File: src/rtl/spi_pkg.sv
package spi_pkg;

  localparam logic [2:0] ADDR_CTRL = 3'd0;
  localparam logic [2:0] ADDR_CLK  = 3'd1;
  localparam logic [2:0] ADDR_DATA = 3'd2;
  localparam logic [2:0] ADDR_STAT = 3'd3;
  localparam logic [2:0] ADDR_INT  = 3'd4;

  // Strobes from control to datapath
  typedef struct packed {
    logic start;   // transfer accepted this cycle
    logic launch;  // present next transmit bit
    logic sample;  // capture serial input
    logic toggle;  // flip serial clock
    logic finish;  // last edge of transfer
    logic abort;   // select dropped mid transfer
    logic active;  // transfer in progress
  } spiStrobe_t;

endpackage

File: src/rtl/spi_ctrl.sv
module spi_ctrl
  import spi_pkg::*;
#(
  parameter int DATA_W  = 8,
  parameter int CNT_W   = 8,
  parameter int MIN_CNT = 8
) (
  input  logic              clk,
  input  logic              rstN,
  input  logic [2:0]        busAddr,
  input  logic              busWr,
  input  logic              busRd,
  input  logic [DATA_W-1:0] busWdata,
  output logic [DATA_W-1:0] busRdata,
  input  logic [DATA_W-1:0] rxData,
  input  logic              ssIn,
  output spiStrobe_t        strb,
  output logic              cpol,
  output logic              cpha,
  output logic              lsbFirst,
  output logic              modeFault,
  output logic              irq
);

  localparam int EDGE_W = $clog2(2 * DATA_W);
  localparam logic [EDGE_W-1:0] LAST_EDGE = EDGE_W'(2 * DATA_W - 1);
  localparam logic [CNT_W-1:0]  MIN_VAL   = CNT_W'(MIN_CNT);

  logic [CNT_W-1:0]  clkCntReg, effCnt, halfCnt, divCnt;
  logic [EDGE_W-1:0] edgeCnt;
  logic busy, doneFlag, seenFlag, wcolFlag, irqPending;
  logic wrCtrl, wrClk, wrData, wrInt, rdData, rdStat;
  logic startReq, abortReq, tick, lastEdge;

  assign wrCtrl = busWr && (busAddr == ADDR_CTRL);
  assign wrClk  = busWr && (busAddr == ADDR_CLK);
  assign wrData = busWr && (busAddr == ADDR_DATA);
  assign wrInt  = busWr && (busAddr == ADDR_INT);
  assign rdData = busRd && (busAddr == ADDR_DATA);
  assign rdStat = busRd && (busAddr == ADDR_STAT);

  // Effective count: floor at minimum, half phase drops the odd bit
  assign effCnt  = (clkCntReg < MIN_VAL) ? MIN_VAL : clkCntReg;
  assign halfCnt = effCnt >> 1;

  assign startReq = wrData && !busy && ssIn && !modeFault;
  assign abortReq = busy && !ssIn;
  assign tick     = busy && !abortReq && (divCnt == halfCnt - 1'b1);
  assign lastEdge = (edgeCnt == LAST_EDGE);

  always_comb begin
    strb        = '0;
    strb.start  = startReq;
    strb.toggle = tick;
    strb.sample = tick && (edgeCnt[0] == cpha);
    strb.launch = tick && !lastEdge && (edgeCnt[0] != cpha);
    strb.finish = tick && lastEdge;
    strb.abort  = abortReq;
    strb.active = busy;
  end

  always_ff @(posedge clk or negedge rstN) begin
    if (!rstN) begin
      cpol      <= 1'b0;
      cpha      <= 1'b0;
      lsbFirst  <= 1'b0;
      clkCntReg <= MIN_VAL;
    end else begin
      if (wrCtrl) begin
        cpol     <= busWdata[0];
        cpha     <= busWdata[1];
        lsbFirst <= busWdata[2];
      end
      if (wrClk) clkCntReg <= busWdata[CNT_W-1:0];
    end
  end

  // Sequencer
  always_ff @(posedge clk or negedge rstN) begin
    if (!rstN) begin
      busy    <= 1'b0;
      divCnt  <= '0;
      edgeCnt <= '0;
    end else if (startReq) begin
      busy    <= 1'b1;
      divCnt  <= '0;
      edgeCnt <= '0;
    end else if (busy) begin
      if (abortReq || (tick && lastEdge)) busy <= 1'b0;
      if (tick) begin
        divCnt  <= '0;
        edgeCnt <= edgeCnt + 1'b1;
      end else begin
        divCnt <= divCnt + 1'b1;
      end
    end
  end

  // Flags: set events win over clears in the same cycle
  always_ff @(posedge clk or negedge rstN) begin
    if (!rstN) begin
      doneFlag   <= 1'b0;
      seenFlag   <= 1'b0;
      wcolFlag   <= 1'b0;
      modeFault  <= 1'b0;
      irqPending <= 1'b0;
    end else begin
      if (strb.finish) doneFlag <= 1'b1;
      else if (rdData && seenFlag) doneFlag <= 1'b0;

      if (rdStat && doneFlag) seenFlag <= 1'b1;
      else if (rdData) seenFlag <= 1'b0;

      if (wrData && busy) wcolFlag <= 1'b1;
      else if (rdStat) wcolFlag <= 1'b0;

      if (abortReq) modeFault <= 1'b1;
      else if (rdStat) modeFault <= 1'b0;

      if (strb.finish && !doneFlag) irqPending <= 1'b1;
      else if (wrInt && busWdata[0]) irqPending <= 1'b0;
    end
  end

  assign irq = irqPending;

  always_comb begin
    busRdata = '0;
    unique case (busAddr)
      ADDR_CTRL: busRdata[2:0] = {lsbFirst, cpha, cpol};
      ADDR_CLK:  busRdata[CNT_W-1:0] = clkCntReg;
      ADDR_DATA: busRdata = rxData;
      ADDR_STAT: busRdata[3:0] = {busy, modeFault, wcolFlag, doneFlag};
      ADDR_INT:  busRdata[0] = irqPending;
      default:   busRdata = '0;
    endcase
  end

  // Assertions
  p_half_floor_r2: assert property (@(posedge clk) disable iff (!rstN)
    halfCnt >= CNT_W'(MIN_CNT / 2));

  p_irq_from_done_r6: assert property (@(posedge clk) disable iff (!rstN)
    $rose(irqPending) |-> $rose(doneFlag));

  p_irq_hold_r5: assert property (@(posedge clk) disable iff (!rstN)
    (irqPending && !(wrInt && busWdata[0])) |=> irqPending);

  p_done_clear_r4: assert property (@(posedge clk) disable iff (!rstN)
    $fell(doneFlag) |-> $past(rdData && seenFlag));

  p_wcol_r10: assert property (@(posedge clk) disable iff (!rstN)
    (busy && wrData) |=> wcolFlag);

  p_abort_r7: assert property (@(posedge clk) disable iff (!rstN)
    (busy && !ssIn) |=> (modeFault && !busy));

endmodule

File: src/rtl/spi_datapath.sv
module spi_datapath
  import spi_pkg::*;
#(
  parameter int DATA_W = 8
) (
  input  logic              clk,
  input  logic              rstN,
  input  spiStrobe_t        strb,
  input  logic              cpol,
  input  logic              cpha,
  input  logic              lsbFirst,
  input  logic [DATA_W-1:0] txIn,
  input  logic              miso,
  output logic              sckOut,
  output logic              mosiOut,
  output logic [DATA_W-1:0] rxData
);

  logic [DATA_W-1:0] txShift, rxShift, rxNext;
  logic              sckReg, mosiReg;

  function automatic logic headBit(input logic [DATA_W-1:0] v, input logic lsb);
    return lsb ? v[0] : v[DATA_W-1];
  endfunction

  function automatic logic [DATA_W-1:0] advance(input logic [DATA_W-1:0] v, input logic lsb);
    return lsb ? {1'b0, v[DATA_W-1:1]} : {v[DATA_W-2:0], 1'b0};
  endfunction

  assign rxNext = lsbFirst ? {miso, rxShift[DATA_W-1:1]}
                           : {rxShift[DATA_W-2:0], miso};

  always_ff @(posedge clk or negedge rstN) begin
    if (!rstN) begin
      sckReg <= 1'b0;
    end else if (!strb.active || strb.abort) begin
      sckReg <= cpol;
    end else if (strb.toggle) begin
      sckReg <= ~sckReg;
    end
  end

  always_ff @(posedge clk or negedge rstN) begin
    if (!rstN) begin
      txShift <= '0;
      mosiReg <= 1'b0;
    end else if (strb.start) begin
      if (!cpha) begin
        mosiReg <= headBit(txIn, lsbFirst);
        txShift <= advance(txIn, lsbFirst);
      end else begin
        txShift <= txIn;
      end
    end else if (strb.launch) begin
      mosiReg <= headBit(txShift, lsbFirst);
      txShift <= advance(txShift, lsbFirst);
    end
  end

  always_ff @(posedge clk or negedge rstN) begin
    if (!rstN) begin
      rxShift <= '0;
      rxData  <= '0;
    end else begin
      if (strb.start) rxShift <= '0;
      else if (strb.sample) rxShift <= rxNext;
      if (strb.finish) rxData <= strb.sample ? rxNext : rxShift;
    end
  end

  assign sckOut  = sckReg;
  assign mosiOut = mosiReg;

  p_sck_idle_r8: assert property (@(posedge clk) disable iff (!rstN)
    (!strb.active && $past(!strb.active)) |-> (sckReg == $past(cpol)));

endmodule

File: src/rtl/spi_master_irq.sv
module spi_master_irq
  import spi_pkg::*;
#(
  parameter int DATA_W  = 8,
  parameter int CNT_W   = 8,
  parameter int MIN_CNT = 8
) (
  input  logic              clk,
  input  logic              rstN,
  input  logic [2:0]        busAddr,
  input  logic              busWr,
  input  logic              busRd,
  input  logic [DATA_W-1:0] busWdata,
  output logic [DATA_W-1:0] busRdata,
  input  logic              ssIn,
  input  logic              miso,
  output logic              sckOut,
  output logic              sckOe,
  output logic              mosiOut,
  output logic              mosiOe,
  output logic              irq
);

  spiStrobe_t        strb;
  logic              cpol, cpha, lsbFirst, modeFault;
  logic [DATA_W-1:0] rxData;

  spi_ctrl #(.DATA_W(DATA_W), .CNT_W(CNT_W), .MIN_CNT(MIN_CNT)) uCtrl (
    .clk(clk), .rstN(rstN), .busAddr(busAddr), .busWr(busWr), .busRd(busRd),
    .busWdata(busWdata), .busRdata(busRdata), .rxData(rxData), .ssIn(ssIn),
    .strb(strb), .cpol(cpol), .cpha(cpha), .lsbFirst(lsbFirst),
    .modeFault(modeFault), .irq(irq)
  );

  spi_datapath #(.DATA_W(DATA_W)) uPath (
    .clk(clk), .rstN(rstN), .strb(strb), .cpol(cpol), .cpha(cpha),
    .lsbFirst(lsbFirst), .txIn(busWdata), .miso(miso), .sckOut(sckOut),
    .mosiOut(mosiOut), .rxData(rxData)
  );

  assign sckOe  = ssIn && !modeFault;
  assign mosiOe = ssIn && !modeFault;

endmodule

File: config.mk
export PLATFORM = sky130hd
export DESIGN_NAME = spi_master_irq
export DESIGN_NICKNAME = d
export VERILOG_FILES = /design/src/rtl/spi_pkg.sv /design/src/rtl/spi_ctrl.sv /design/src/rtl/spi_datapath.sv /design/src/rtl/spi_master_irq.sv
export SDC_FILE = /design/constraint.sdc
export NUM_CORES = 1
export LEC_CHECK = 0
export BUFFER_PORTS_ARGS = -buffer_cell sky130_fd_sc_hd__buf_2
export CAP_MARGIN = 20
export CORE_UTILIZATION = 40
export CTS_BUF_LIST = sky130_fd_sc_hd__clkbuf_2 sky130_fd_sc_hd__clkbuf_4 sky130_fd_sc_hd__clkbuf_8
export DETAILED_ROUTE_END_ITERATION = 10
export GPL_TIMING_DRIVEN = 0
export SYNTH_ARGS = -nofsm -noshare
export SYNTH_HDL_FRONTEND = slang
export SYNTH_SLANG_ARGS = --single-unit
export TNS_END_PERCENT = 30
File: constraint.sdc
create_clock -name clk -period 3.8 [get_ports clk]
set_input_delay 0.76 -clock clk [delete_from_list [all_inputs] [get_ports clk]]
set_output_delay 0.76 -clock clk [all_outputs]
set_load 0.005 [all_outputs]
## Word-level counts from Yosys, hierarchy flattened

Index checks and enable logic that the tools add are counted.

| word-level totals | value |
|---|---|
| bits in registers | 55 |
| input bits | 17 |
| output and inout bits | 13 |
| logic and storage cells | 111 |

| cells by class | value |
|---|---|
| add/sub/neg operators | 3 |
| $lt $le $gt $ge | 1 |
| eq/ne operators | 9 |
| mux-type cells | 38 |
| bitwise operators | 1 |
| reductions and logical operators | 42 |

Operators by type and width:

| kind | count |
|---|---|
| $mux 8 | 12 |
| $logic_and 1x1->1 | 22 |
| $mux 1 | 19 |
| $reduce_bool 2->1 | 9 |
| $mux 4 | 3 |
| $add 8x1->8 const B | 1 |
| $eq 8x8->1 | 1 |
| $lt 8x4->1 const B | 1 |
| $pmux 2 s4 | 1 |
| $pmux 4 s2 | 1 |
| $sub 7x1->8 const B | 1 |
| $eq 3x2->1 const B | 2 |
| $logic_not 1->1 | 6 |
| $pmux 1 s5 | 1 |
| $add 4x1->4 const B | 1 |
| $eq 4x4->1 const B | 1 |
| $reduce_and 2->1 | 2 |
| $eq 3x1->1 const B | 1 |
| $eq 3x3->1 const B | 1 |
| $logic_not 3->1 | 1 |
| $pmux 1 s3 | 1 |
| $logic_or 1x1->1 | 2 |
| $ne 2x2->1 const B | 1 |
| $eq 1x1->1 | 1 |
| 2 further kinds | 2 |

## Depth between registers and ports, before layout

Gate-level depths: netlist of run 1.

| depth | value |
|---|---|
| depth in word-level cells | 10 |
| depth in mapped cells | 11 |
| depth with buffers taken out | 9 |

## Hierarchy

Synthesis of run 1 repeated with hierarchy kept, for this count alone.

| unflattened totals | value |
|---|---|
| cells, all modules | 336 |
| area, all modules | 3424.5 um^2 |

By module, submodules not included:

| module | instances | cells each | area each (um^2) | sequential area each (um^2) |
|---|---|---|---|---|
| spi_ctrl | 1 | 174 | 1810.5 | 726.9 |
| spi_datapath | 1 | 160 | 1592.8 | 650.6 |
| spi_master_irq | 1 | 2 | 21.3 | 0.0 |

## Least setup slack after synthesis of run 1

No wires, ideal clock.

| path | value |
|---|---|
| kind | register to register |
| from | reg uCtrl.clkCntReg[4] |
| to | reg uPath.txShift[1] |
| setup time | 0.126 ns |
| data arrival time | 3.086 ns |
| required time | 3.674 ns |
| setup slack | 0.588 ns |
| stages on the path, launching flop included | 10 |
| buffers on the path | 0 |
| period minus slack after synthesis | 3.212 ns |
| path through | dfrtp_1 or4_4 o21ai_1 ha_1 xor2_1 or4_1 a21oi_1 o2111ai_2 o31a_1 a221o_1 |

| on the way | value |
|---|---|
| cells in the longest elaborated chain, start to end | 8 |

RTL lines:

| item | line | RTL |
|---|---|---|
| from (decl) | spi_ctrl.sv:29 | `logic [CNT_W-1:0] clkCntReg, effCnt, halfCnt, divCnt;` |
| from (signal assigned) | spi_ctrl.sv:74 | `if (wrClk) clkCntReg <= busWdata[CNT_W-1:0];` |
| $lt 8x4->1 | spi_ctrl.sv:43 | `assign effCnt = (clkCntReg < MIN_VAL) ? MIN_VAL : clkCntReg;` |
| $mux 8 * | spi_ctrl.sv:43 |  |
| $sub 7x1->8 * | spi_ctrl.sv:48 | `assign tick = busy && !abortReq && (divCnt == halfCnt - 1'b1);` |
| $eq 8x8->1 * | spi_ctrl.sv:48 |  |
| $logic_and 1x1->1 * | spi_ctrl.sv:48 |  |
| $logic_and 1x1->1 * (2 in series) | spi_ctrl.sv:56 | `strb.launch = tick && !lastEdge && (edgeCnt[0] != cpha);` |
| $reduce_bool 2->1 (no source line) * | -- |  |
| to (signal assigned) | spi_datapath.sv:50 | `txShift <= advance(txIn, lsbFirst);` |
| to (signal assigned) | spi_datapath.sv:52 | `txShift <= txIn;` |
| to (signal assigned) | spi_datapath.sv:56 | `txShift <= advance(txShift, lsbFirst);` |
| to (decl) | spi_datapath.sv:19 | `logic [DATA_W-1:0] txShift, rxShift, rxNext;` |

Mark *: on every way between the ends. The rest lies on a longest branch, timed or not.
A chain may end at the register's enable or synchronous reset.

## Final worst setup path of run 1

| path | value |
|---|---|
| from | reg uCtrl.clkCntReg[4] |
| to | reg uPath.txShift[4] |

The elaborated chain is that of the path after synthesis.

==> results of run 1 <==
==> area by class of cell <==
class                           instances  area share
Multi-Input combinational cell        239       0.473
Sequential cell                        55       0.378
Timing Repair Buffer                   29      0.0439
Tap cell                              102      0.0350
Clock buffer                            8      0.0285
Buffer                                 20      0.0250
Inverter                               16      0.0165
==> routing by layer <==
| layer | part of all wire | up-vias |
|---|---|---|
| met5 | 0 | - |
| met3 | 0.047 | 6 |
| met4 | 0.0079 | 0 |
| met2 | 0.45 | 70 |
| met1 | 0.49 | 1289 |
| li1 | - | 1273 |
==> critical path, delay by kind of cell, from the launching register on <==
kind            cells  cell delay, ns
xor+xnor            1            0.12
simple gates        2            1.06
flops               1            0.49
compound gates      5            1.55
fa+ha+maj           1            0.28
==> registers in the layout, summed over array words and instances (netlist names), 4 cells and up <==
signal,cells
uCtrl.clkCntReg,8
uCtrl.divCnt,8
uCtrl.edgeCnt,4
uPath.rxData,8
uPath.rxShift,8
uPath.txShift,8
==> power breakdown <==
part / internal, µW / switching [µW] / leakage, µW
clock: 174 / 193 / 0.0000549
sequential: 689 / 128 / 0.000682
combinational: 277 / 340 / 0.000906
total: 1140 / 661 / 0.00164
==> logic make-up after synthesis <==
group                    synth area share
adder cells (fa/ha/maj)            0.0116
AO/OA/AOI/OAI                       0.173
flip-flops                          0.425
AND/OR/NAND/NOR                     0.146
XOR/XNOR                           0.0459
multiplexers                        0.153
buffers and inverters              0.0467
==> metrics by stage <==
| step | setup slack (ns) | hold WS [ns] | total power (µW) | area, µm² | util |
|---|---|---|---|---|---|
| floorplan | 0.588 | 0.458 | 1250 | 3240 | - |
| global placement | 0.188 | 0.468 | 1410 | 3510 | 0.452 |
| detailed placement | 0.182 | 0.475 | 1430 | 3530 | 0.455 |
| CTS | 0.152 | 0.365 | 1810 | 3640 | 0.468 |
| global route | 0.0164 | 0.373 | 1920 | 3650 | 0.470 |
| finish | 0.166 | 0.360 | 1800 | 3650 | 0.470 |
==> worst max-delay path by stage <==
stage / endpoint / cells after the start
6_report: uPath.txShift[4]$_DFFE_PN0P_ / 9
5_1_grt: uPath.txShift[4]$_DFFE_PN0P_ / 9
4_1_cts: uPath.txShift[4]$_DFFE_PN0P_ / 9
3_5_place_dp: uPath.txShift[4]$_DFFE_PN0P_ / 9
3_3_place_gp: uPath.txShift[1]$_DFFE_PN0P_ / 9
2_1_floorplan: uPath.txShift[1]$_DFFE_PN0P_ / 9
==> layout by cell type (no fill, tap or decap), types with 3 or more instances in the layout <==
| cell | n |
|---|---|
| a221o_1 | 4 |
| a21oi_1 | 11 |
| mux4_2 | 3 |
| o41ai_1 | 4 |
| o21ai_0 | 17 |
| inv_1 | 16 |
| ha_1 | 3 |
| and3_1 | 3 |
| or4_1 | 4 |
| nor2_1 | 20 |
| xor2_1 | 11 |
| a21o_1 | 5 |
| nand2_1 | 35 |
| mux2_2 | 13 |
| o221a_1 | 8 |
| nor3_1 | 11 |
| o31ai_1 | 4 |
| buf_2 | 32 |
| clkbuf_8 | 7 |
| mux2i_1 | 27 |
| xnor2_1 | 6 |
| nand3_1 | 6 |
| clkbuf_1 | 12 |
| dfrtp_1 | 54 |
| o21ai_1 | 4 |
| o22ai_1 | 4 |
| a22oi_1 | 5 |
==> repair_timing <==
| action | 4_1_cts | 5_1_grt |
|---|---|---|
| gates resized for setup | 0 | 1 |
| hold endpoints to repair | 0 | 0 |
| setup endpoints to repair | 0 | 3 |
==> impl_results.md, run 1 <==
* Result of the run: finished clean
* Mapped Area at 0.00324 mm²
* Cell variety after synth at 52
* Final setup violation count at 0
* Share of layout cells above drive strength 1 at 0.183
* Reg2reg setup slack at 0.17 ns
* Number of global-route vias before repair at 2643
* Post-Route Setup TNS at 0 ns
* Register area at 0.00138 mm²
* Crit. End Element: flip-flop
* Met2 usage at 0.320
* R2R Path End: uPath.txShift[4]$_DFFE_PN0P_
* Peak supply drop at 182 µV
* Critical Path RT at 3.99 ns
* Clk_skew at 0.0113 ns
* Die Span Y at 92.1 µm
* Inserted Clock Buffers at 5
* Worst slew pin tran at 0.899 ns
* Drt initial violations at 147
* Max Fanout on Critical Path at 10
* Residual DRC at 0
* Die Wd at 92.1 µm
* Final worst-path cycle share at 0.956
* HP Class: in -> async
* 1st-pass router iterations at 4
* Met3 Use GR at 0.0357
* Power Density at 494 mW/mm²
* Initial antenna violation count at 0
* Gr ovfl total at 0
* Pin count of the biggest net entering global routing at 41
* Cell count after synthesis at 330
* GRT Util Overall at 0.204
* Boundary pin count at 30
* Clock Tree Root: clkbuf_8
* Worst-skew pair later-pin latency at 0.31 ns
* Async set-or-reset flop fraction in the synthesized netlist at 1.00
* RR Startpoint: uCtrl.clkCntReg[4]$_DFFE_PN0P_
* Met1 GRT Util at 0.290
* Register area share after synthesis at 0.425
* RSZ-0062 raised after global routing: no
* Most instantiated cells after synthesis: 54 x dfrtp_1, 35 x nand2_1, 27 x mux2i_1
* Slowest CP cell: or4_4
* Cts-stage hold buffer count at 0
* GRT busiest layer: met2
* Min Tclk post-route at 3.63 ns
* Row count at 32
* Number of flops mapped to enable cells by yosys at 0
* Max incr delay on CP at 0.57 ns
* Critical Path Source: uCtrl.clkCntReg[4]$_DFFE_PN0P_
* Reg clk slew, reported paths at 0.11 ns
* Critical path, cell by cell: or4_4 > o21ai_1 > ha_1 > xor2_1 > or4_1 > a21oi_1 > o2111ai_4 > o31a_1 > a221o_1
* Via density at 5.62
* Rel. slew slack at 0.395
* DR vias at 2638
* Largest cells by area after synthesis: dfrtp_1 42%, mux2i_1 8.3%, mux2_2 4.5%
* Final Wtd Congestion at 0.785
* Die Footprint at 0.00848 mm²
* Detailed placement HPWL at 5.93 mm
* Crit path kind: reg -> reg
* H-tree depth at 2
* Post-synth top area share at 0.417
* Filler cell count at 803
* Dpl cells at 461
* WL/cell at 17.3 µm
* Clock tree buffer depth at 2
* Yosys top cell by area: dfrtp_1
* Final #Nets at 386
* Drt total wl at 8.10 mm
* Multi-input gate area at 0.00173 mm²
* Yosys reg bits at 55
* Reg2reg path depth at 9
* CP Launch Type: flip-flop
* Area grow syn2layout at 12.4%
* Most frequent cell after synthesis: dfrtp_1
* Initial Utilization at 0.418
* Max-cap violations at 0
* Fin. max-slew vios at 0
* Core Area at 0.00777 mm²
* YS warnings at 0
* Sink Count at 55
* Arrival @ worst endpoint at 3.83 ns
* P_leak at 0.00164 µW
* Final ANT Viol Nets at 0
* First-pass GRT wire length at 13.5 mm
* Post-CTS Setup Bufs at 0
* Endpoints failing hold at 0
* Ys flop type: dfrtp_1
* Synthesized area per cell at 9.83 µm²
* Fmax at 275 MHz
* CTS tree: built
* Mapped Nets at 350
* PortBufs at 27
* Antenna diodes at 0
* Final std cells w/o fill at 469
(Power assumes the default switching activity.)
==> run 2: changes to the inputs <==
Settings changed: ABC_AREA set to 1, BUFFER_PORTS_ARGS -buffer_cell sky130_fd_sc_hd__buf_2 to -buffer_cell sky130_fd_sc_hd__buf_4, GPL_TIMING_DRIVEN 0 to not set.
==> run 2 against run 1 <==
Effect of this change:
- utilization shrank 0.67 points
- highest routed layer unchanged
- sequential share of layout area shrank 1.9 points
- critical path depth grew 5
- total power shrank 1.8%
- hold slack gained 0.10 ns
- clock skew shrank 0.0013 ns
==> impl_results.md, run 2 <==
* Post-synthesis compound-gate area fraction at 0.120 (-0.0528)
* Initial Utilization at 0.416 (-0.00174)
* Pin count of the biggest net entering global routing at 56 (+37%)
* H-tree depth at 2 (unchanged)
* Fin util at 0.463 (-0.00672)
* Final #Nets at 511 (+32%)
* Boundary pin count at 30 (unchanged)
* Row count at 33 (+3.1%)
* Cell Int Power at 1080 µW (-5.3%)
* Die Span Y at 94.9 µm (+3.1%)
* Crit. End Element: flip-flop
* Sink Count at 55 (unchanged)
* Worst slew pin tran at 0.938 ns (+0.0392 ns)
* Mapped Nets at 487 (+39%)
* Fin. max-slew vios at 0 (unchanged)
* Cell count after synthesis at 467 (+42%)
* Mapped Area at 0.00345 mm² (+6.4%)
* Post-CTS Setup Bufs at 0 (unchanged)
* P_leak at 0.00197 µW (+20%)
* Die Wd at 94.9 µm (+3.1%)
* GRT Util Overall at 0.205 (+0.000807)
* Gr ovfl total at 0 (unchanged)
* Clk_skew at 0.0100 ns (-0.00128 ns)
* Cell variety after synth at 42 (-19%)
* Simple-gate share of the synthesized area at 0.354 (+0.208)
* Final std cells w/o fill at 597 (+27%)
* 1st-pass router iterations at 5 (+1)
* Reg2reg path depth at 14 (+5)
* Drt total wl at 8.62 mm (+6.4%)
* Crit path kind: reg -> reg
* Switch share at 0.389 (+0.0222)
* PortBufs at 29 (+7.4%)
* Final Wtd Congestion at 0.929 (+18%)
* Number of global-route vias before repair at 2897 (+9.6%)
* Xor-xnor portion of the synthesized cell area at 0.0228 (-0.0231)
* Max incr delay on CP at 0.47 ns (-0.10 ns)
* Critical Path RT at 4.01 ns (+0.02 ns)
* Synthesized area per cell at 7.39 µm² (-25%)
* Die Footprint at 0.00901 mm² (+6.3%)
* Core Area at 0.00830 mm² (+6.8%)
* Endpoints failing hold at 0 (unchanged)
* Ys flop type: dfrtp_1
* Post-cts sizing count at 0 (unchanged)
* Peak supply drop at 192 µV (+5.2%)
* CTS tree: built
* Pwr Total at 1770 µW (-1.8%)
* Inserted Clock Buffers at 5 (unchanged)
* Largest family of logic cells by synthesized area: simple AND/OR/NAND/NOR gates
* WL/cell at 14.4 µm (-16%)
* Cts-stage hold buffer count at 0 (unchanged)
* Number of flops mapped to enable cells by yosys at 0 (unchanged)
* Placement Cell Area at 0.00373 mm² (+5.6%)
* Async set-or-reset flop fraction in the synthesized netlist at 1.00 (unchanged)
* Rel. slew slack at 0.370 (-0.0251)
* Fmax at 373 MHz (+35%)
* Dpl cells at 589 (+28%)
* Reg2reg setup slack at 1.12 ns (+0.95 ns)
* Share of layout cells above drive strength 1 at 0.136 (-0.0464)
* Post-synth top area share at 0.391 (-0.0251)
* Power Density at 460 mW/mm² (-6.8%)
* Area grow syn2layout at 11.3%
* Yosys top cell by area: dfrtp_1
* Clock Tree Root: clkbuf_8
* Reg clk slew, reported paths at 0.11 ns (about the same)
* Combinational share of power at 0.336 (-0.006)
* DR vias at 3101 (+18%)
* Post-Route Setup TNS at 0 ns (unchanged)
* Most instantiated cells after synthesis: 164 x nand2_1, 54 x dfrtp_1, 49 x inv_1
* RR Startpoint: uCtrl.clkCntReg[5]$_DFFE_PN0P_
* Arrival @ worst endpoint at 2.89 ns (-0.94 ns)
* Final worst-path cycle share at 0.706 (-0.250)
* CP Launch Type: flip-flop
* Most frequent cells in the layout: 164 x nand2_1, 54 x dfrtp_1, 49 x inv_1
* Slowest CP cell: dfrtp_1
* Critical path, cell by cell: nor2_2 > nand3_2 > nand2_2 > ha_1 > xor2_1 > nand3_1 > a21oi_1 > nand2_1 > nor2_4 > nand4_2 > nand2_2 > inv_1 > nand2_1 > nand2_1
* Antenna diodes at 0 (unchanged)
* HP Class: in -> async
* Most common cell after layout, fill and taps aside: nand2_1
* Adder and majority gate portion of the synthesized area at 0.0109 (-0.000696)
* Residual DRC at 0 (unchanged)
* First-pass GRT wire length at 14.3 mm (+6.2%)
* Clock tree buffer depth at 2 (unchanged)
* Final ANT Viol Nets at 0 (unchanged)
* Seq pwr share at 0.434 (-0.020)
* Post-route cell area at 0.00384 mm² (+5.3%)
* Via density at 5.19 (-7.7%)
* Filler cell count at 831 (+3.5%)
* R2R Path End: uPath.txShift[6]$_DFFE_PN0P_
* Worst-skew pair later-pin latency at 0.32 ns (about the same)
* Largest cells by area after synthesis: dfrtp_1 39%, nand2_1 18%, inv_1 5.3%
* Drt initial violations at 105 (-29%)
* Min Tclk post-route at 2.68 ns (-0.950 ns)
* Final setup violation count at 0 (unchanged)
* Worst Path Buf+Inv at 1 (+1)
* YS warnings at 0 (unchanged)
* Yosys reg bits at 55 (unchanged)
* Register area share after synthesis at 0.399 (-0.0255)
* Detailed placement HPWL at 6.53 mm (+10%)
* RSZ-0062 raised after global routing: no
* Mux cell area share after synthesis at 0.0116 (-0.141)
* CP dominant cell by count: nand2_1
* CP delay by family, top: simple AND/OR/NAND/NOR gates
* Max-cap violations at 0 (unchanged)
* Result of the run: finished clean
* P_sw at 688 µW (+4.1%)
* Max Fanout on Critical Path at 13 (+3)
* Initial antenna violation count at 0 (unchanged)
* Clock share of power at 0.230 (+0.026)
* Most frequent cell after synthesis: nand2_1
-- run 2: cell count changes in the layout (fill, tap and decap cells not counted), sizes merged, moves of 14 or more --
cell / previous run / this run
nand2: 35 / 169
inv: 16 / 54
nand3: 6 / 35
mux2i: 27 / 4
nand4: 2 / 18
clkbuf: 20 / 5
o21ai: 22 / 37
mux2: 14 / 0
-- run 2: layer usage --
metal	GRT usage	share of wire
met1	0.299	0.51
met2	0.309	0.43
met3	0.0354	0.045
met4	0.0568	0.010
met5	0	0
-- run 2: worst max path at each step --
stage	endpoint	slack, ns	startpoint	cells past startpoint
3_3_place_gp	busRdata[0]	1.15	busAddr[0]	8
3_5_place_dp	uPath.txShift[6]$_DFFE_PN0P_	1.11	uCtrl.clkCntReg[5]$_DFFE_PN0P_	15
5_1_grt	uPath.txShift[5]$_DFFE_PN0P_	0.78	uCtrl.clkCntReg[5]$_DFFE_PN0P_	15
6_report	uPath.txShift[6]$_DFFE_PN0P_	1.12	uCtrl.clkCntReg[5]$_DFFE_PN0P_	14
2_1_floorplan	uPath.txShift[7]$_DFFE_PN0P_	1.59	uCtrl.clkCntReg[5]$_DFFE_PN0P_	13
4_1_cts	uPath.txShift[6]$_DFFE_PN0P_	1.09	uCtrl.clkCntReg[5]$_DFFE_PN0P_	15
-- run 2: cell type report --
class | count | area, µm² | share of cell area
Clock inverter | 3 | 43.8 | 0.0114
Sequential cell | 55 | 1380 | 0.359
Tap cell | 105 | 131 | 0.0342
Multi-Input combinational cell | 345 | 1790 | 0.466
Timing Repair Buffer | 30 | 225 | 0.0586
Inverter | 54 | 203 | 0.0528
Clock buffer | 5 | 68.8 | 0.0179
-- run 2: kinds of logic after synthesis --
kind of cell / Yosys count
buffers and inverters: 67
xor gates and xnor gates: 9
muxes: 4
DFF: 55
and+or+nand+nor: 260
adders and majority gates: 3
AOI/OAI and AO/OA: 69
-- run 2: power by group through the flow --
stage	Clock [µW]	Combinational, µW	Sequential [µW]
after global placement	0	583	777
final	407	593	767
after floorplan	0	471	749
after global routing	434	673	779
after detailed placement	0	591	778
after CTS	413	593	767
-- run 2: worst register-to-register path, stage by stage (launching register included) --
cell,delay (ns)
dfrtp_1,0.47
nor2_2,0.23
nand3_2,0.14
nand2_2,0.11
ha_1,0.25
xor2_1,0.19
nand3_1,0.10
a21oi_1,0.16
nand2_1,0.12
nor2_4,0.19
nand4_2,0.11
nand2_2,0.23
inv_1,0.15
nand2_1,0.08
nand2_1,0.05
-- run 2: per-stage QoR --
| stage | worst slack, ns | hold slack (ns) |
|---|---|---|
| 6_report | 1.12 | 0.464 |
| 3_5_place_dp | 1.11 | 0.466 |
| 4_1_cts | 1.09 | 0.494 |
| 5_1_grt | 0.782 | 0.514 |
| 2_1_floorplan | 1.59 | 0.449 |
| 3_3_place_gp | 1.15 | 0.463 |
==> run 3: changes to the inputs <==
Settings changed: ABC_AREA 1 to 0.
Clock period 3.8 ns to 2.69 ns, I/O delays scaled along.
==> run 3 against run 2 <==
Effect of this change:
- the flow now finishes with violations (setup timing)
- routed wire length fell by 4.4%
- first-iteration DRC count shrank 3.8%
- critical path depth fell by 5
- critical path type unchanged
- critical endpoint is now uPath.txShift[1]$_DFFE_PN0P_
- highest routed layer unchanged
==> impl_results.md, run 3 (same netlist as run 1, synthesis figures left out) <==
* Crit path kind: reg -> reg
* Antenna diodes at 0 (unchanged)
* Drt total wl at 8.23 mm (-4.4%)
* Crit. End Element: flip-flop
* Row count at 32 (-3.0%)
* Arrival @ worst endpoint at 3.38 ns (+0.49 ns)
* Dpl cells at 473 (-20%)
* RSZ-0062 raised after global routing: yes
* Gr ovfl total at 0 (unchanged)
* Met3 Use GR at 0.0315 (-0.00392)
* GRT busiest layer: met1
* PortBufs at 29 (unchanged)
* Share of layout cells above drive strength 1 at 0.289 (+0.153)
* Final std cells w/o fill at 486 (-19%)
* Slowest CP cell: or4_4
* Critical path, cell by cell: or4_4 > o21ai_2 > ha_2 > xor2_1 > or4_1 > a21oi_2 > o2111ai_4 > o31a_1 > a221o_1
* Drt initial violations at 101 (-3.8%)
* R2R Path End: uPath.txShift[1]$_DFFE_PN0P_
* Clk_skew at 0.0126 ns (+0.00265 ns)
* Max-cap violations at 0 (unchanged)
* H-tree depth at 2 (unchanged)
* Final Wtd Congestion at 0.809 (-13%)
* First-pass GRT wire length at 13.4 mm (-6.2%)
* Final #Nets at 403 (-21%)
* Worst Path Buf+Inv at 0 (-1)
* Initial Utilization at 0.418 (+0.00174)
* Most frequent cells in the layout: 62 x buf_4, 54 x dfrtp_1, 35 x nand2_1
* Met1 GRT Util at 0.309 (+0.0101)
* Min Tclk post-route at 3.18 ns (+0.498 ns)
* Result of the run: finished, violations left
* Via density at 5.46 (+5.1%)
* Die Span Y at 92.1 µm (-3.0%)
* WL/cell at 16.9 µm (+17%)
* Failing checks: setup timing
* Max incr delay on CP at 0.55 ns (+0.08 ns)
* Met2 usage at 0.306 (-0.00278)
* Post-Route Setup TNS at -15.00 ns (-15.00 ns)
* Peak supply drop at 347 µV (+81%)
* Final ANT Viol Nets at 0 (unchanged)
* Core Area at 0.00777 mm² (-6.4%)
* Final Worst Setup Slack at -0.492 ns (-1.61 ns)
* Clock tree buffer depth at 2 (unchanged)
* Worst-skew pair later-pin latency at 0.31 ns (about the same)
* Initial antenna violation count at 0 (unchanged)
* Reg2reg setup slack at -0.49 ns (-1.61 ns)
* GRT Util Overall at 0.204 (-0.000658)
* Reg clk slew, reported paths at 0.11 ns (about the same)
* 1st-pass router iterations at 4 (-1)
* CTS tree: built
* Critical Path RT at 2.89 ns (-1.12 ns)
* Pin count of the biggest net entering global routing at 56 (unchanged)
* DR vias at 2652 (-14%)
* Clock Tree Root: clkbuf_8
* Max Fanout on Critical Path at 6 (-7)
* Boundary pin count at 30 (unchanged)
* Fin. max-slew vios at 0 (unchanged)
* RR Startpoint: uCtrl.clkCntReg[6]$_DFFE_PN0P_
* P_leak at 0.00186 µW (-5.4%)
* CP delay by family, top: compound AO/OA/AOI/OAI gates
* Detailed placement HPWL at 5.85 mm (-10%)
* Die Footprint at 0.00848 mm² (-5.9%)
* Final setup violation count at 41 (+41)
* Sink Count at 55 (unchanged)
* Worst slew pin tran at 0.987 ns (+0.0491 ns)
* CP Launch Type: flip-flop
* Number of global-route vias before repair at 2562 (-12%)
* Residual DRC at 0 (unchanged)
* Most common cell after layout, fill and taps aside: buf_4
* Reg2reg path depth at 9 (-5)
* Final worst-path cycle share at 1.18 (+0.476)
* Inserted Clock Buffers at 5 (unchanged)
* Die Wd at 92.1 µm (-3.0%)
* Fmax at 314 MHz (-16%)
* HP Class: in -> async
* Area grow syn2layout at 23.0%
* Rel. slew slack at 0.337 (-0.0330)
* Power Density at 666 mW/mm² (+45%)
* Endpoints failing hold at 0 (unchanged)
-- run 3: cell count changes in the layout (fill, tap and decap cells not counted), sizes merged, moves of 14 or more --
cell / change
o21ai: -15
nand3: -29
mux2: +14
nand2: -134
buf: +36
mux2i: +23
inv: -37
nand4: -16
-- run 3: worst max path at each step --
stage,from,endpoint,slack [ns],cells after the start
2_1_floorplan,uCtrl.clkCntReg[4]$_DFFE_PN0P_,uPath.txShift[1]$_DFFE_PN0P_,-0.44,9
3_3_place_gp,uCtrl.clkCntReg[6]$_DFFE_PN0P_,uPath.txShift[4]$_DFFE_PN0P_,-0.44,9
3_5_place_dp,uCtrl.clkCntReg[6]$_DFFE_PN0P_,uPath.txShift[4]$_DFFE_PN0P_,-0.51,9
4_1_cts,uCtrl.clkCntReg[6]$_DFFE_PN0P_,uPath.mosiOut$_DFFE_PN0P_,-0.49,10
5_1_grt,uCtrl.clkCntReg[6]$_DFFE_PN0P_,uPath.txShift[1]$_DFFE_PN0P_,-0.62,9
6_report,uCtrl.clkCntReg[6]$_DFFE_PN0P_,uPath.txShift[1]$_DFFE_PN0P_,-0.49,9
-- run 3: cell type report --
type | instances | area [µm²]
well taps | 102 | 128
clock buffers | 5 | 68.8
flip-flops and latches | 55 | 1380
inverters | 16 | 60.1
repair buffers | 66 | 510
multi-input cells | 239 | 1820
clock inverters | 3 | 23.8
fillers | 745 | 3780
-- run 3: timing repair --
| action | in CTS | in global routing |
|---|---|---|
| pin swaps | 5 | 1 |
| buffers inserted | 3 | 1 |
| gates resized for setup | 13 | 5 |
| cloned | 1 | 0 |
| hold buffers | 0 | 0 |
| setup endpoints to repair | 41 | 41 |
-- run 3: power breakdown --
| group | internal (µW) | total, µW | switching, µW |
|---|---|---|---|
| Sequential | 974 | 1130 | 161 |
| Combinational | 494 | 1040 | 548 |
| Clock | 187 | 482 | 295 |
| Total | 1650 | 2660 | 1000 |
-- run 3: routing by layer --
layer,share of wire,wire length [µm]
met3,0.034,282
met5,0,0
met2,0.46,3760
met4,0.0043,35
met1,0.50,4150
-- run 3: stage by stage --
| step | utilization | area, µm² | power (µW) | worst slack, ns | hold WS (ns) |
|---|---|---|---|---|---|
| after global placement | 0.485 | 3770 | 2110 | -0.442 | 0.480 |
| after floorplan | - | 3270 | 1790 | -0.440 | 0.242 |
| after detailed placement | 0.485 | 3770 | 2130 | -0.510 | 0.482 |
| after CTS | 0.508 | 3950 | 2660 | -0.491 | 0.292 |
| final | 0.514 | 3990 | 2660 | -0.492 | 0.270 |
| after global routing | 0.514 | 3990 | 2830 | -0.624 | 0.324 |
